**src/rtl/gp_pkg.sv**
```systemverilog
`timescale 1ns/1ps
package gp_pkg;

   // Direction encoding shared by ports and history bits.
   typedef enum logic {
      DIR_NOT_TAKEN = 1'b0,
      DIR_TAKEN     = 1'b1
   } gp_dir_e;

   // True when v is a positive power of two.
   function automatic bit gp_is_pow2(input int v);
      return (v > 0) && ((v & (v - 1)) == 0);
   endfunction

endpackage

```
**src/rtl/gp_hist.sv**
```systemverilog
`timescale 1ns/1ps
// Global outcome shift register; newest outcome enters bit 0.
module gp_hist #(
   parameter int HIST_LEN = 2
) (
   input  logic                clk,
   input  logic                rst_n,
   input  logic                shift_en,
   input  logic                bit_in,
   output logic [HIST_LEN-1:0] hist_q
);

   logic [HIST_LEN-1:0] hist_d;

   generate
      if (HIST_LEN == 1) begin : g_single
         assign hist_d = bit_in;
      end else begin : g_multi
         assign hist_d = {hist_q[HIST_LEN-2:0], bit_in};
      end
   endgenerate

   always_ff @(posedge clk or negedge rst_n) begin
      if (!rst_n) begin
         hist_q <= '0;
      end else if (shift_en) begin
         hist_q <= hist_d;
      end
   end

endmodule

```
**src/rtl/gp_addr.sv**
```systemverilog
`timescale 1ns/1ps
// Forms a counter address: history above, word-aligned PC index below.
module gp_addr #(
   parameter int PC_W       = 32,
   parameter int ALIGN_BITS = 2,
   parameter int IDX_W      = 4,
   parameter int HIST_LEN   = 2,
   localparam int AW        = HIST_LEN + IDX_W
) (
   input  logic [PC_W-1:0]     pc,
   input  logic [HIST_LEN-1:0] hist,
   output logic [AW-1:0]       addr
);

   localparam int IDX_LO = ALIGN_BITS;
   localparam int IDX_HI = ALIGN_BITS + IDX_W - 1;

   logic unused_pc_bits;

   assign addr           = {hist, pc[IDX_HI:IDX_LO]};
   assign unused_pc_bits = ^{pc[PC_W-1:IDX_HI+1], pc[IDX_LO-1:0]};

endmodule

```
**src/rtl/gp_bank.sv**
```systemverilog
`timescale 1ns/1ps
// Saturating counter storage with one combinational read port and one
// read-modify-write update port.
module gp_bank #(
   parameter int CTR_W = 2,
   parameter int DEPTH = 64,
   localparam int AW   = $clog2(DEPTH)
) (
   input  logic                   clk,
   input  logic                   rst_n,
   input  logic [AW-1:0]          rd_addr,
   output logic                   rd_msb,
   input  logic                   wr_en,
   input  logic [AW-1:0]          wr_addr,
   input  logic                   wr_taken,
   output logic [DEPTH*CTR_W-1:0] bank_flat
);

   logic [CTR_W-1:0] wr_next;

   assign rd_msb = bank_flat[int'(rd_addr)*CTR_W + CTR_W - 1];

   generate
      if (CTR_W == 1) begin : g_bit
         // A one-bit counter simply records the last outcome.
         assign wr_next = wr_taken;
      end else begin : g_sat
         localparam logic [CTR_W-1:0] CMAX = '1;
         logic [CTR_W-1:0] wr_cur;
         assign wr_cur = bank_flat[int'(wr_addr)*CTR_W +: CTR_W];
         always_comb begin
            if (wr_taken) begin
               wr_next = (wr_cur == CMAX) ? wr_cur : wr_cur + 1'b1;
            end else begin
               wr_next = (wr_cur == '0) ? wr_cur : wr_cur - 1'b1;
            end
         end
      end
   endgenerate

   for (genvar g = 0; g < DEPTH; g++) begin : g_slot
      logic [CTR_W-1:0] slot_q;
      always_ff @(posedge clk or negedge rst_n) begin
         if (!rst_n) begin
            slot_q <= '0;
         end else if (wr_en && (wr_addr == AW'(g))) begin
            slot_q <= wr_next;
         end
      end
      assign bank_flat[g*CTR_W +: CTR_W] = slot_q;
   end

endmodule

```
**src/rtl/gp_correlator.sv**
```systemverilog
`timescale 1ns/1ps
module gp_correlator #(
   parameter int PC_W       = 32,
   parameter int ALIGN_BITS = 2,
   parameter int ENTRY_CNT  = 16,
   parameter int HIST_LEN   = 2,
   parameter int CTR_W      = 2
) (
   input  logic            clk,
   input  logic            rst_n,
   input  logic [PC_W-1:0] lk_pc,
   output logic            lk_taken,
   input  logic            upd_valid,
   input  logic [PC_W-1:0] upd_pc,
   input  logic            upd_taken
);

   localparam int IDX_W = $clog2(ENTRY_CNT);
   localparam int AW    = HIST_LEN + IDX_W;
   localparam int DEPTH = 1 << AW;

   // Elaboration-time parameter checks.
   if (!gp_pkg::gp_is_pow2(ENTRY_CNT) || ENTRY_CNT < 2) begin : g_bad_entries
      $error("ENTRY_CNT must be a power of two, at least 2");
   end
   if (HIST_LEN < 1 || HIST_LEN > 12) begin : g_bad_hist
      $error("HIST_LEN must lie in 1..12");
   end
   if (CTR_W < 1 || CTR_W > 8) begin : g_bad_ctr
      $error("CTR_W must lie in 1..8");
   end
   if (ALIGN_BITS < 1 || PC_W <= ALIGN_BITS + IDX_W) begin : g_bad_pc
      $error("PC_W must exceed ALIGN_BITS + index width, ALIGN_BITS >= 1");
   end

   logic [HIST_LEN-1:0]    hist_q;
   logic [AW-1:0]          lk_addr;
   logic [AW-1:0]          upd_addr;
   logic [DEPTH*CTR_W-1:0] bank_flat;

   gp_hist #(.HIST_LEN(HIST_LEN)) u_hist (
      .clk      (clk),
      .rst_n    (rst_n),
      .shift_en (upd_valid),
      .bit_in   (upd_taken),
      .hist_q   (hist_q)
   );

   gp_addr #(
      .PC_W(PC_W), .ALIGN_BITS(ALIGN_BITS), .IDX_W(IDX_W), .HIST_LEN(HIST_LEN)
   ) u_lk_addr (
      .pc   (lk_pc),
      .hist (hist_q),
      .addr (lk_addr)
   );

   gp_addr #(
      .PC_W(PC_W), .ALIGN_BITS(ALIGN_BITS), .IDX_W(IDX_W), .HIST_LEN(HIST_LEN)
   ) u_upd_addr (
      .pc   (upd_pc),
      .hist (hist_q),
      .addr (upd_addr)
   );

   gp_bank #(.CTR_W(CTR_W), .DEPTH(DEPTH)) u_bank (
      .clk       (clk),
      .rst_n     (rst_n),
      .rd_addr   (lk_addr),
      .rd_msb    (lk_taken),
      .wr_en     (upd_valid),
      .wr_addr   (upd_addr),
      .wr_taken  (upd_taken),
      .bank_flat (bank_flat)
   );

endmodule

```
**config.mk**
```make
export PLATFORM = sky130hd
export DESIGN_NAME = gp_correlator
export DESIGN_NICKNAME = d
export VERILOG_FILES = /design/src/rtl/gp_pkg.sv /design/src/rtl/gp_hist.sv /design/src/rtl/gp_addr.sv /design/src/rtl/gp_bank.sv /design/src/rtl/gp_correlator.sv
export SDC_FILE = /design/constraint.sdc
export NUM_CORES = 1
export LEC_CHECK = 0
export BUFFER_PORTS_ARGS = -buffer_cell sky130_fd_sc_hd__buf_2
export CAP_MARGIN = 20
export CORE_MARGIN = 2
export CORE_UTILIZATION = 55
export DETAILED_ROUTE_END_ITERATION = 8
export GPL_ROUTABILITY_DRIVEN = 0
export PLACE_DENSITY = 0.71
export SETUP_SLACK_MARGIN = 0.02
export SYNTH_ARGS = -nofsm -noshare
export SYNTH_HDL_FRONTEND = slang
export SYNTH_HIERARCHICAL = 1
export SYNTH_SLANG_ARGS = --single-unit
```
**constraint.sdc**
```tcl
create_clock -name clk -period 6.6 [get_ports clk]
set_input_delay 1.32 -clock clk [delete_from_list [all_inputs] [get_ports clk]]
set_output_delay 1.32 -clock clk [all_outputs]
set_load 0.02 [all_outputs]
```
==> reports/results.txt, run 1 <==
status - finished, final reports clean
synth warn - 6
RSZ-0062 raised after global routing - no
part of the power in combinational logic - 21.1%
Reg2Reg Depth - 7
CTS resizes - 0
initial antenna violation count - 0
Max Clock Skew - 0.00939 ns
switching share of power - 26.6%
CP endpoint kind - output port
Critical Path Fanout Max - 16
Post-synth EDFFs - 0
FF+latch count, synth - 130
WHS Endpoint - u_bank/g_slot[45].slot_q[0]
Non-Filler Instances - 672
Slew headroom - 32.6%
most common cell type on the critical path - mux4_2
Die Height - 117 um
first-pass GRT wire length - 24,500 um
layout cells sized above 1 - 45.4%
Seq pwr share - 43.1%
Area growth syn-to-layout - 8.07%
Max H-tree Level - 4
Total Wirelength - 15,500 um
Iter 0 DRT Violations - 348
asr flop ratio synth - 100%
Clk network pwr share - 35.7%
IO Count - 69
Final Hold Fails - 0
min cycle time layout - 4.89 ns
DIE AREA - 13,700 um2
Overflow after GRT - 0
hold slack - 0.477 ns
WHS Path Cells - 1
min-delay src - u_bank/g_slot[45].slot_q[0]
Nets - 557
mapped cell area - 7030 um2
vias - 4,208
Most used DFF post-synth - dfrtp_1
Site Rows - 41
Max IR drop VDD - 0.000213 V
Pleak - 3.38 nW
Yosys cell types - 33
Placed Instances - 641
synthesized area per cell - 14.1 um2
Max Slew Vio Count - 0
Net Sw Power - 669 uW
Root Driver - clkbuf_16
routed vias/inst - 6.26
DR DRC count - 0
Initial Util - 55.9%
max incr delay on CP - 0.61 ns
clock slew at reported path FFs - 0.05 ns
CP Cell Sequence - buf_2 > mux4_2 > mux4_2 > mux4_2 > buf_2
vias in the first global route - 4,377
Worst Hold Class - flop to flop
Clk Latency, worst-skew pair - 0.42 ns
worst endpoint required time - 5.28 ns
fmax - 204 MHz
routed length per instance - 23.0 um
# clock sinks - 130
ant diodes - 0
Tcrit/Tclk final - 74.2%
CTS tree - done
CTS Hold Bufs - 0
worst r2r src - u_hist/hist_q[1]
syn nets - 565
CTS buffer count - 17
Post-Synthesis Cells - 497
slowest cell on the critical path - mux4_2
Storage cell area - 3250 um2
post-CTS setup buffer count - 0
die width - 117 um
CTS Buffer Depth - 2
critical path class - primary input to output port
reg-to-reg setup timing slack - 3.54 ns
post-route ant nets - 0
worst slew pin tran - 1.01 ns
TNS Setup - 0 ns
Seq/Total Area, Yosys - 46.3%
largest net degree at the start of global routing - 72
Final HPWL DP - 10,400 um
filler cell count - 948
r2r endpoint - u_bank/g_slot[22].slot_q[0]
Detailed Routing Iterations Pass 1 - 4
Overall Global Routing Usage - 24.8%
core area - 12,600 um2
Buffers on Ports - 12
final setup fails - 0
max_cap viols - 0
Worst setup SP type - primary input
Power Internal - 1.84 mW
power per cell area - 331 nW/um2
area occupied by multi-input gates - 3410 um2
Arr. time, crit path - 3.57 ns
[power groups by stage]
stage	Combinational (mW)	Clock [mW]	Sequential (mW)
floorplan	0.451	0	1.05
global placement	0.501	0	1.08
detailed placement	0.522	0	1.10
CTS	0.524	0.913	1.08
global route	0.570	0.947	1.11
finish	0.531	0.898	1.08
[sequential cells by signal (all words and copies together) (netlist names)]
name and flops:
u_bank/g_slot.slot_q 128, u_hist/hist_q 2
[cell families after synthesis]
family | synth area share [%]
AO/OA/AOI/OAI | 1.18
adder cells (fa/ha/maj) | 0.605
buffers and inverters | 5.20
flip-flops | 46.3
multiplexers | 39.7
AND/OR/NAND/NOR | 7.05
[routing by layer]
layer	track usage, %	wire length (um)	vias to the layer above
met2	38.7	7680	121
met3	5.51	750	27
met5	0	0	-
met1	34.1	6670	2224
li1	-	-	1836
met4	9.88	367	0
[synthesized netlist by cell type, drive strengths merged (2+ instances only)]
cell    number  area [um2]
mux2       134        1510
or2          5        31.3
nand2       49         184
nor2        25        93.8
nand3        2        10.0
mux2i        6        85.1
nor2b        2        12.5
o22ai       10        62.6
clkbuf      11        41.3
mux4        53        1190
buf         35         320
maj3         4        42.5
a21oi        4        20.0
or3          3        18.8
nand2b       6        37.5
nor3         8        40.0
dfrtp      130        3250
nand3b       2        15.0
or3b         2        17.5
[how the worst max path moves through the flow]
stage / cells after the start / slack [ns] / from / to
2_1_floorplan: 6 / 1.40 / lk_pc[2] / lk_taken
3_3_place_gp: 10 / 1.50 / upd_pc[2] / u_bank/g_slot[59].slot_q[1]
3_5_place_dp: 10 / 1.40 / upd_pc[2] / u_bank/g_slot[56].slot_q[1]
4_1_cts: 5 / 1.67 / lk_pc[2] / lk_taken
5_1_grt: 5 / 1.62 / lk_pc[2] / lk_taken
6_report: 5 / 1.71 / lk_pc[2] / lk_taken
[final cells by class]
type / instances / share of cell area [%]
clock buffer: 25 / 6.79
clock inverter: 5 / 0.659
inverter: 1 / 0.0494
multi-input combinational: 320 / 44.9
sequential: 130 / 42.8
tap: 172 / 2.83
timing repair buffer: 19 / 1.94
[worst max-delay path: cells and delay by family]
| kind | cells | cell delay, ns |
|---|---|---|
| mux | 3 | 1.60 |
| buf+inv | 2 | 0.65 |
[placed cells by master (no fill, tap or decap), drive strengths merged]
master	instances
nor3b	1
bufinv	1
and3	1
o22ai	10
clkinv	4
or3	3
and3b	1
nand2	49
nand2b	6
mux4	53
nand3b	2
nor3	8
clkbuf	25
mux2i	6
mux2	134
nor2	25
nand4	1
or2	5
nor2b	2
nand3	2
maj3	4
buf	19
dfrtp	130
nor4	1
or3b	2
a21oi	4
inv	1
[per-stage QoR]
step	util, %	power [mW]	instance area, um2	worst slack (ns)
finish	60.4	2.51	7590	1.71
global route	60.4	2.62	7590	1.62
CTS	60.2	2.52	7570	1.67
detailed placement	55.7	1.62	7000	1.40
global placement	55.7	1.58	7000	1.50
floorplan	-	1.50	7030	1.40
No activity file was read; power rests on OpenSTA's default activity.
==> run 2, diff against run 1 <==
- CORE_UTILIZATION: 55 -> 54
- PLACE_DENSITY: 0.71 -> 0.73
- clock period: 6.6 -> 4 ns (I/O delays scaled with it)
==> run 2 against run 1 <==
Compared with the run above:
- power up 70%
- clock skew up 0.0020 ns
- hold slack better by 0.0042 ns
- die area up 1.8%
- highest routed layer unchanged
- register-to-register slack worse by 2.2 ns
- global-route usage up 0.074 points
- via count up 2.1%
- sequential power up 66%
- clock power up 78%
- design area up 1.5%
- critical path depth up 1
- worst setup slack worse by 1.4 ns
==> reports/results.txt, run 2 (synthesis results as in run 1) <==
status - finished, final reports clean (unchanged)
fmax - 269 MHz
Seq pwr share - 42.0% (was 43.1%)
post-layout util - 60.9% (was 60.4%)
Max H-tree Level - 4 (unchanged)
CTS tree - done (unchanged)
post-route setup slack - 0.279 ns (was 1.71 ns)
routed vias/inst - 6.33 (was 6.26)
Storage cell area - 3250 um2 (unchanged)
filler cell count - 1,006 (was 948)
TNS Setup - 0 ns (unchanged)
Area growth syn-to-layout - 9.74% (was 8.07%)
Detailed Routing Iterations Pass 1 - 5 (was 4)
Non-Filler Instances - 679 (was 672)
most common cell type on the critical path - mux4_2 (unchanged)
IO Count - 69 (unchanged)
worst slew pin tran - 1.02 ns (was 1.01 ns)
power per cell area - 554 nW/um2 (was 331 nW/um2)
Reg2Reg Depth - 7 (unchanged)
Arr. time, crit path - 2.92 ns (was 3.57 ns)
Initial Util - 55.5% (was 55.9%)
max FFs per register - 128 (unchanged)
CTS buffer count - 17 (unchanged)
Worst Hold Class - flop to flop (unchanged)
vias in the first global route - 4,616 (was 4,377)
slowest cell on the critical path - mux4_2 (unchanged)
Clk network pwr share - 37.4% (was 35.7%)
pre-CTS setup slack - 0.295 ns (was 1.40 ns)
part of the power in combinational logic - 20.6% (was 21.1%)
Die Height - 118 um (was 117 um)
Site Rows - 41 (unchanged)
CP endpoint kind - output port (unchanged)
CP Cell Sequence - buf_2 > buf_12 > mux4_2 > mux4_2 > mux4_2 > buf_2 (was buf_2 > mux4_2 > mux4_2 > mux4_2 > buf_2)
Total Wirelength - 16,000 um (was 15,500 um)
commonest non-fill, non-tap cell in the layout - dfrtp_1 (unchanged)
switching share of power - 26.0% (was 26.6%)
vias - 4,298 (was 4,208)
# clock sinks - 130 (unchanged)
layout cells sized above 1 - 45.6% (was 45.4%)
post-route ant nets - 0 (unchanged)
critical path class - primary input to output port (unchanged)
Placed Instances - 648 (was 641)
Largest Register - u_bank/g_slot.slot_q (unchanged)
area occupied by multi-input gates - 3410 um2 (unchanged)
CTS resizes - 0 (unchanged)
biggest regs - u_bank/g_slot.slot_q (128), u_hist/hist_q (2) (unchanged)
WHS Path Cells - 1 (unchanged)
Critical Path Fanout Max - 6 (was 16)
Max Clock Skew - 0.0114 ns (was 0.00939 ns)
worst endpoint required time - 3.20 ns (was 5.28 ns)
largest net degree at the start of global routing - 68 (was 72)
Power Internal - 3.16 mW (was 1.84 mW)
min cycle time layout - 3.72 ns
Final Power - 4.27 mW (was 2.51 mW)
Overall Global Routing Usage - 24.8% (about the same)
Overflow after GRT - 0 (unchanged)
Worst setup SP type - primary input (unchanged)
RSZ-0062 raised after global routing - no (unchanged)
Max IR drop VDD - 0.000337 V (was 0.000213 V)
most frequent cells in the layout - dfrtp_1 (130), mux2_2 (117), mux4_2 (53) (unchanged)
DIE AREA - 13,900 um2 (was 13,700 um2)
ant diodes - 0 (unchanged)
initial antenna violation count - 0 (unchanged)
Clk Latency, worst-skew pair - 0.43 ns (was 0.42 ns)
Net Sw Power - 1.11 mW (was 669 uW)
DR DRC count - 0 (unchanged)
Max Slew Vio Count - 0 (unchanged)
CTS Hold Bufs - 0 (unchanged)
Pleak - 3.43 nW (was 3.38 nW)
Buffers on Ports - 12 (unchanged)
first-pass GRT wire length - 25,800 um (was 24,500 um)
Final Hold Fails - 0 (unchanged)
max incr delay on CP - 0.54 ns (was 0.61 ns)
die width - 118 um (was 117 um)
routed length per instance - 23.6 um (was 23.0 um)
final setup fails - 0 (unchanged)
Root Driver - clkbuf_16 (unchanged)
clock slew at reported path FFs - 0.05 ns (about the same)
CTS Buffer Depth - 2 (unchanged)
Slew headroom - 31.4% (was 32.6%)
max_cap viols - 0 (unchanged)
Final HPWL DP - 10,700 um (was 10,400 um)
post-CTS setup buffer count - 0 (unchanged)
Iter 0 DRT Violations - 413 (was 348)
core area - 12,700 um2 (was 12,600 um2)
Nets - 563 (was 557)
Tcrit/Tclk final - 93.0%
-- run 2: area by class of cell --
cell class                      instances  area share, %
Tap cell                              172           2.79
Inverter                                1         0.0487
Sequential cell                       130           42.2
Timing Repair Buffer                   25           2.89
Clock inverter                          4           1.23
Multi-Input combinational cell        320           44.2
Clock buffer                           27           6.65
-- run 2: metrics by stage --
step                instance area, um2  hold slack [ns]
floorplan                         7030            0.452
global placement                  7100            0.464
detailed placement                7100            0.478
CTS                               7710            0.484
global route                      7710            0.489
finish                            7710            0.481
-- run 2: power by group through the flow --
stage / sequential (mW) / clock [mW] / combinational, mW
final: 1.79 / 1.60 / 0.879
after global routing: 1.83 / 1.68 / 0.940
after CTS: 1.79 / 1.62 / 0.880
after detailed placement: 1.81 / 0 / 0.870
after global placement: 1.79 / 0 / 0.840
after floorplan: 1.73 / 0 / 0.744
-- run 2: worst paths after layout --
path / from / end / slack (ns)
hold reg to reg: u_bank/g_slot[43].slot_q[0] / u_bank/g_slot[43].slot_q[0] / 0.48
setup / recovery: lk_pc[2] / lk_taken / 0.28
setup reg to reg: u_hist/hist_q[1] / u_bank/g_slot[22].slot_q[0] / 1.37
max in group asynchronous: rst_n / u_bank/g_slot[37].slot_q[1] / 2.67
min in group asynchronous: rst_n / u_bank/g_slot[48].slot_q[0] / 0.49
hold / removal: u_bank/g_slot[43].slot_q[0] / u_bank/g_slot[43].slot_q[0] / 0.48
-- run 2: routing by layer --
metal	global-route usage, %	share of wire (%)	vias up
met2	39.1	50	137
met4	10.1	2.6	0
met3	5.38	5.4	31
met1	33.8	42	2288
met5	0	0	-
li1	-	-	1842
-- run 2: worst max-delay path, delay by kind of cell --
| family | cells | cell delay, ns |
|---|---|---|
| mux | 3 | 1.55 |
| buf+inv | 3 | 0.56 |
